==> config.mk <==
export PLATFORM = sky130hd
export DESIGN_NAME = tmr8_pair
export DESIGN_NICKNAME = d
export VERILOG_FILES = /design/src/rtl/tmr8_pair.sv
export SDC_FILE = /design/constraint.sdc
export NUM_CORES = 1
export LEC_CHECK = 0
export BUFFER_PORTS_ARGS = -buffer_cell sky130_fd_sc_hd__buf_2
export CELL_PAD_IN_SITES_DETAIL_PLACEMENT = 0
export CELL_PAD_IN_SITES_GLOBAL_PLACEMENT = 1
export CORE_MARGIN = 4
export CORE_UTILIZATION = 25
export DETAILED_ROUTE_END_ITERATION = 12
export PLACE_DENSITY = 0.5
export SLEW_MARGIN = 5
export SYNTH_ARGS = -nofsm -noshare
export SYNTH_HDL_FRONTEND = slang
export SYNTH_SLANG_ARGS = --single-unit
==> constraint.sdc <==
create_clock -name clk -period 2.5 [get_ports clk]
set_input_delay 0.5 -clock clk [delete_from_list [all_inputs] [get_ports clk]]
set_output_delay 0.5 -clock clk [all_outputs]
set_load 0.01 [all_outputs]
==> src/rtl/tmr8_pair.sv <==
module tmr8_pair #(
  parameter int W     = 8,
  parameter int PW    = 13,
  parameter int TAP_A = 2,
  parameter int TAP_B = 5,
  parameter int TAP_C = 12
) (
  input  logic         clk,
  input  logic         rst_n,
  input  logic         wr_en,
  input  logic         wr_ch,
  input  logic [1:0]   wr_sel,
  input  logic [W-1:0] wr_data,
  input  logic [1:0]   ext_clk_i,
  input  logic [1:0]   ext_rst_i,
  output logic [W-1:0] cnt0_o,
  output logic [W-1:0] cnt1_o,
  output logic [1:0]   match_a_o,
  output logic [1:0]   match_b_o,
  output logic [1:0]   ovf_o,
  output logic [1:0]   ovf_irq_o
);
  localparam logic [W-1:0] TOP = '1;

  logic [PW-1:0] pre_q, pre_d1;
  logic [2:0]    cks_q [2];
  logic [1:0]    clr_q [2];
  logic [W-1:0]  cnt_q [2];
  logic [W-1:0]  cpa_q [2];
  logic [W-1:0]  cpb_q [2];
  logic [2:0]    xc_s  [2];
  logic [2:0]    xr_s  [2];
  logic [1:0]    ie_q, ovf_q, ovf_ev_q, ma_ev_q;
  logic [1:0]    tick, eq_a, eq_b, wrap, clr_cmp, clr_ext;
  logic          both_cas;

  wire fall_a = pre_d1[TAP_A] & ~pre_q[TAP_A];
  wire fall_b = pre_d1[TAP_B] & ~pre_q[TAP_B];
  wire fall_c = pre_d1[TAP_C] & ~pre_q[TAP_C];

  always_comb begin
    both_cas = (cks_q[0] == 3'd4) && (cks_q[1] == 3'd4);
    for (int c = 0; c < 2; c++) begin
      logic xc_r, xc_f, casc;
      xc_r = xc_s[c][1] & ~xc_s[c][2];
      xc_f = ~xc_s[c][1] & xc_s[c][2];
      casc = (c == 0) ? ovf_ev_q[1] : ma_ev_q[0];
      case (cks_q[c])
        3'd1:    tick[c] = fall_a;
        3'd2:    tick[c] = fall_b;
        3'd3:    tick[c] = fall_c;
        3'd4:    tick[c] = casc & ~both_cas;
        3'd5:    tick[c] = xc_r;
        3'd6:    tick[c] = xc_f;
        3'd7:    tick[c] = xc_r | xc_f;
        default: tick[c] = 1'b0;
      endcase
      eq_a[c]    = (cnt_q[c] == cpa_q[c]);
      eq_b[c]    = (cnt_q[c] == cpb_q[c]);
      wrap[c]    = tick[c] & (cnt_q[c] == TOP);
      clr_cmp[c] = tick[c] & (((clr_q[c] == 2'd1) & eq_a[c]) | ((clr_q[c] == 2'd2) & eq_b[c]));
      clr_ext[c] = (clr_q[c] == 2'd3) & xr_s[c][1] & ~xr_s[c][2];
    end
  end

  always_ff @(posedge clk or negedge rst_n) begin
    if (!rst_n) begin
      pre_q    <= '0;
      pre_d1   <= '0;
      ie_q     <= '0;
      ovf_q    <= '0;
      ovf_ev_q <= '0;
      ma_ev_q  <= '0;
      for (int c = 0; c < 2; c++) begin
        cks_q[c] <= '0;
        clr_q[c] <= '0;
        cnt_q[c] <= '0;
        cpa_q[c] <= '1;
        cpb_q[c] <= '1;
        xc_s[c]  <= '0;
        xr_s[c]  <= '0;
      end
    end else begin
      pre_q  <= pre_q + 1'b1;
      pre_d1 <= pre_q;
      for (int c = 0; c < 2; c++) begin
        logic hit;
        hit = wr_en && (wr_ch == c[0]);
        xc_s[c]     <= {xc_s[c][1:0], ext_clk_i[c]};
        xr_s[c]     <= {xr_s[c][1:0], ext_rst_i[c]};
        ovf_ev_q[c] <= wrap[c];
        ma_ev_q[c]  <= tick[c] & eq_a[c];
        if (hit && wr_sel == 2'd0) begin
          cks_q[c] <= wr_data[2:0];
          clr_q[c] <= wr_data[4:3];
          ie_q[c]  <= wr_data[5];
        end
        if (hit && wr_sel == 2'd1) cpa_q[c] <= wr_data;
        if (hit && wr_sel == 2'd2) cpb_q[c] <= wr_data;
        if (hit && wr_sel == 2'd3)          cnt_q[c] <= wr_data;
        else if (clr_ext[c] || clr_cmp[c])  cnt_q[c] <= '0;
        else if (tick[c])                   cnt_q[c] <= cnt_q[c] + 1'b1;
        if (wrap[c])                                         ovf_q[c] <= 1'b1;
        else if (hit && wr_sel == 2'd0 && !wr_data[6])       ovf_q[c] <= 1'b0;
      end
    end
  end

  assign cnt0_o    = cnt_q[0];
  assign cnt1_o    = cnt_q[1];
  assign match_a_o = eq_a;
  assign match_b_o = eq_b;
  assign ovf_o     = ovf_q;
  assign ovf_irq_o = ovf_q & ie_q;

  assert_tap_phase_R4: assert property (@(posedge clk) disable iff (!rst_n)
    fall_a |-> (pre_q[TAP_A:0] == '0));

  assert_both_cascade_hold_R12: assert property (@(posedge clk) disable iff (!rst_n)
    (both_cas && !wr_en && clr_q[0] != 2'd3 && clr_q[1] != 2'd3)
      |=> ($stable(cnt_q[0]) && $stable(cnt_q[1])));

  for (genvar g = 0; g < 2; g++) begin : g_chk
    assert_stopped_hold_R3: assert property (@(posedge clk) disable iff (!rst_n)
      (cks_q[g] == 3'd0 && !wr_en && clr_q[g] != 2'd3) |=> $stable(cnt_q[g]));

    assert_cmp_clear_R6: assert property (@(posedge clk) disable iff (!rst_n)
      (tick[g] && clr_q[g] == 2'd1 && eq_a[g] && !wr_en) |=> (cnt_q[g] == '0));

    assert_flag_from_wrap_R8: assert property (@(posedge clk) disable iff (!rst_n)
      $rose(ovf_q[g]) |-> $past(cnt_q[g] == TOP));
  end
endmodule

==> flow_metrics.env <==
export IMPL_grt_overflow=0
export IMPL_status="finished, final reports clean"
export IMPL_die_x_um=143
export IMPL_drc=0
export IMPL_routedWlPerCell_um=17.8
export IMPL_ios=42
export IMPL_ys_ff_latch=92
export IMPL_insertedDiodeCount=0
export IMPL_synth_compound_area_share_pct=10.6
export IMPL_leakagePower_nw=2.26
export IMPL_async_reset_ff_share_pct=100
export IMPL_clockBufferDepth=2
export IMPL_synthAdderAreaFrac_pct=1.92
export IMPL_end_kind="output port"
export IMPL_drt_pass1_iterations=4
export IMPL_synth_warnings=0
export IMPL_maxCapViolCount=0
export IMPL_fmax_ghz=0.451
export IMPL_grtUsageTotal_pct=12.2
export IMPL_final_cell_mix="dfrtp_1 (60), mux2_2 (44), xnor2_1 (41)"
export IMPL_drt_total_wl_mm=11.7
export IMPL_synth_cell_type_count=60
export IMPL_cts_sinks=92
export IMPL_grt_pass1_wl_mm=18.9
export IMPL_grt_pass1_vias=3256
export IMPL_startpoint_type="flip-flop"
export IMPL_grt_start_max_net_pins=93
export IMPL_final_common_cell="dfrtp_1"
export IMPL_seqCellArea_sq_um=2340
export IMPL_hpwlAfterDp_mm=8.02
export IMPL_layout_drive_gt1_share_pct=36.7
export IMPL_rsz0062_at_grt="false"
export IMPL_synth_ff_type="dfrtp_1"
export IMPL_vias=3101
export IMPL_die_h_um=143
export IMPL_post_cts_setup_buffers=0
export IMPL_fin_nets=445
export IMPL_insertion_delay_ns=0.35
export IMPL_synth_simple_area_share_pct=14.2
export IMPL_hold_ws_ns=0.189
export IMPL_crit_arrival_ns=1.72
export IMPL_syn_avg_cell_area_sq_um=12.1
export IMPL_placement_cell_area_sq_um=5040
export IMPL_cts_buffers_inserted=9
export IMPL_max_slew_margin_rel_pct=57.3
export IMPL_stdcell_count=654
export IMPL_finalSetupViolations=0
export IMPL_nFillCells=1848
export IMPL_period_share_pct=88.7
export IMPL_ctsHoldBuffers=0
export IMPL_final_area_sq_um=5360
export IMPL_fin_skew_ns=0.0132
export IMPL_synth_mux_area_fraction_pct=10.9
export IMPL_ys_seq_area_share_pct=51.3
export IMPL_dp_cells=638
export IMPL_slew_violations=0
export IMPL_drt_iter0_drc=172
export IMPL_start_util_pct=25.4
export IMPL_syn_area_sq_um=4570
export IMPL_synth_top_family_by_area="simple AND/OR/NAND/NOR gates"
export IMPL_total_power_mw=4.99
export IMPL_io_buffer_count=41
export IMPL_synth_xor_area_share_pct=8.25
export IMPL_synth_edff_count=0
export IMPL_path_class="reg -> out"
export IMPL_core_region_area_sq_um=18000
export IMPL_irDropWorstVdd_uv=337
export IMPL_viasPerCell=4.74
export IMPL_htree_levels=3
export IMPL_min_path_type="in -> async"
export IMPL_path_clk_slew_ns=0.07
export IMPL_crit_required_ns=2.00
export IMPL_antenna_found_initial=0
export IMPL_cts_tree="yes"
export IMPL_cts_root_buf="clkbuf_16"
export IMPL_dieArea_sq_um=20500
export IMPL_crit_path_max_fanout=9
export IMPL_place_congestion=0.787
export IMPL_rows=49
export IMPL_synth_cells=378
export IMPL_syn_num_nets=403
export IMPL_hold_violations=0
export IMPL_timing_final_crit_period_ns=2.22
export IMPL_p_per_area_nw_per_um2=930
export IMPL_multi_input_area_sq_um=2090
export IMPL_fin_setup_tns_ns=0
export IMPL_area_growth_pct=17.4
export IMPL_ant_nets=0
export IMPL_worst_slew_pin_slew_ns=0.632
export IMPL_ctsResizeCount=0
[critical path, stage by stage, from the launching register on]
cell	delay (ns)
dfrtp_1	0.61
xnor2_1	0.17
nand4_1	0.19
nor2_1	0.24
buf_2	0.18
[layout make-up]
cell class / count / share of cell area [%]
clock buffers: 11 / 4.74
flip-flops and latches: 92 / 43.7
clock inverters: 5 / 1.21
well taps: 229 / 5.34
repair buffers: 48 / 5.09
inverters: 13 / 0.910
multi-input cells: 256 / 39.0
[report_power, final]
group          leakage [nW]  internal (mW)  switching (mW)
Sequential             1.06           1.85           0.455
Clock                 0.156          0.847           0.610
Combinational          1.04          0.666           0.565
Total                  2.26           3.36            1.63
[metrics by stage]
stage          setup WS [ns]  util, %
2_1_floorplan          0.489        -
3_3_place_gp           0.364     28.1
3_5_place_dp           0.320     28.1
4_1_cts                0.221     29.8
5_1_grt                0.129     29.8
6_report               0.282     29.8
[flip-flops by register name, indices dropped and copies added, names as in the netlist, 6 cells and up]
name,cells
cpb_q,16
xr_s,6
xc_s,6
cnt1_o,8
cks_q,6
cpa_q,16
cnt0_o,8
pre_q,13
[per-layer routing]
layer  wire, um  up-vias  GRT usage (%)
met5          0        -              0
li1           -     1459              -
met2       5560       65           19.6
met4        199        0           4.80
met3        492       15           2.58
met1       5420     1562           16.1
[cells in the mapped netlist (5+ instances only)]
cell type,instances,area [sq um]
ha_1,7,87.6
dfstp_2,32,841
nand4_1,9,56.3
inv_1,13,48.8
nor2b_1,5,31.3
xnor2_1,41,359
nand2b_1,5,31.3
mux2_2,44,495
dfrtp_1,60,1500
nand3_1,17,85.1
buf_2,5,25.0
nand2_1,20,75.1
and3_1,11,68.8
a21oi_1,10,50.1
clkbuf_1,9,33.8
o21ai_0,7,35.0
nor2_1,9,33.8
a221o_1,7,70.1
[logic make-up after synthesis]
logic type               after synthesis
flip-flops                            92
XOR/XNOR                              43
AO/OA/AOI/OAI                         55
adder cells (fa/ha/maj)                7
multiplexers                          44
buffers and inverters                 30
AND/OR/NAND/NOR                      107
[final timing paths]
check / from / end / slack, ns / depth (start not counted)
min in group clk: ext_clk_i[0] / xc_s[3] / 0.26 / 1
max in group asynchronous: rst_n / cpa_q[11] / 1.89 / 2
max reg2reg: xc_s[1] / cnt1_o[7] / 0.29 / 8
max: cnt0_o[3] / match_a_o[0] / 0.28 / 4
min reg2reg: xc_s[0] / xc_s[1] / 0.35 / 0
min: rst_n / cnt0_o[4] / 0.19 / 2
No activity file was read; power rests on OpenSTA's default activity.
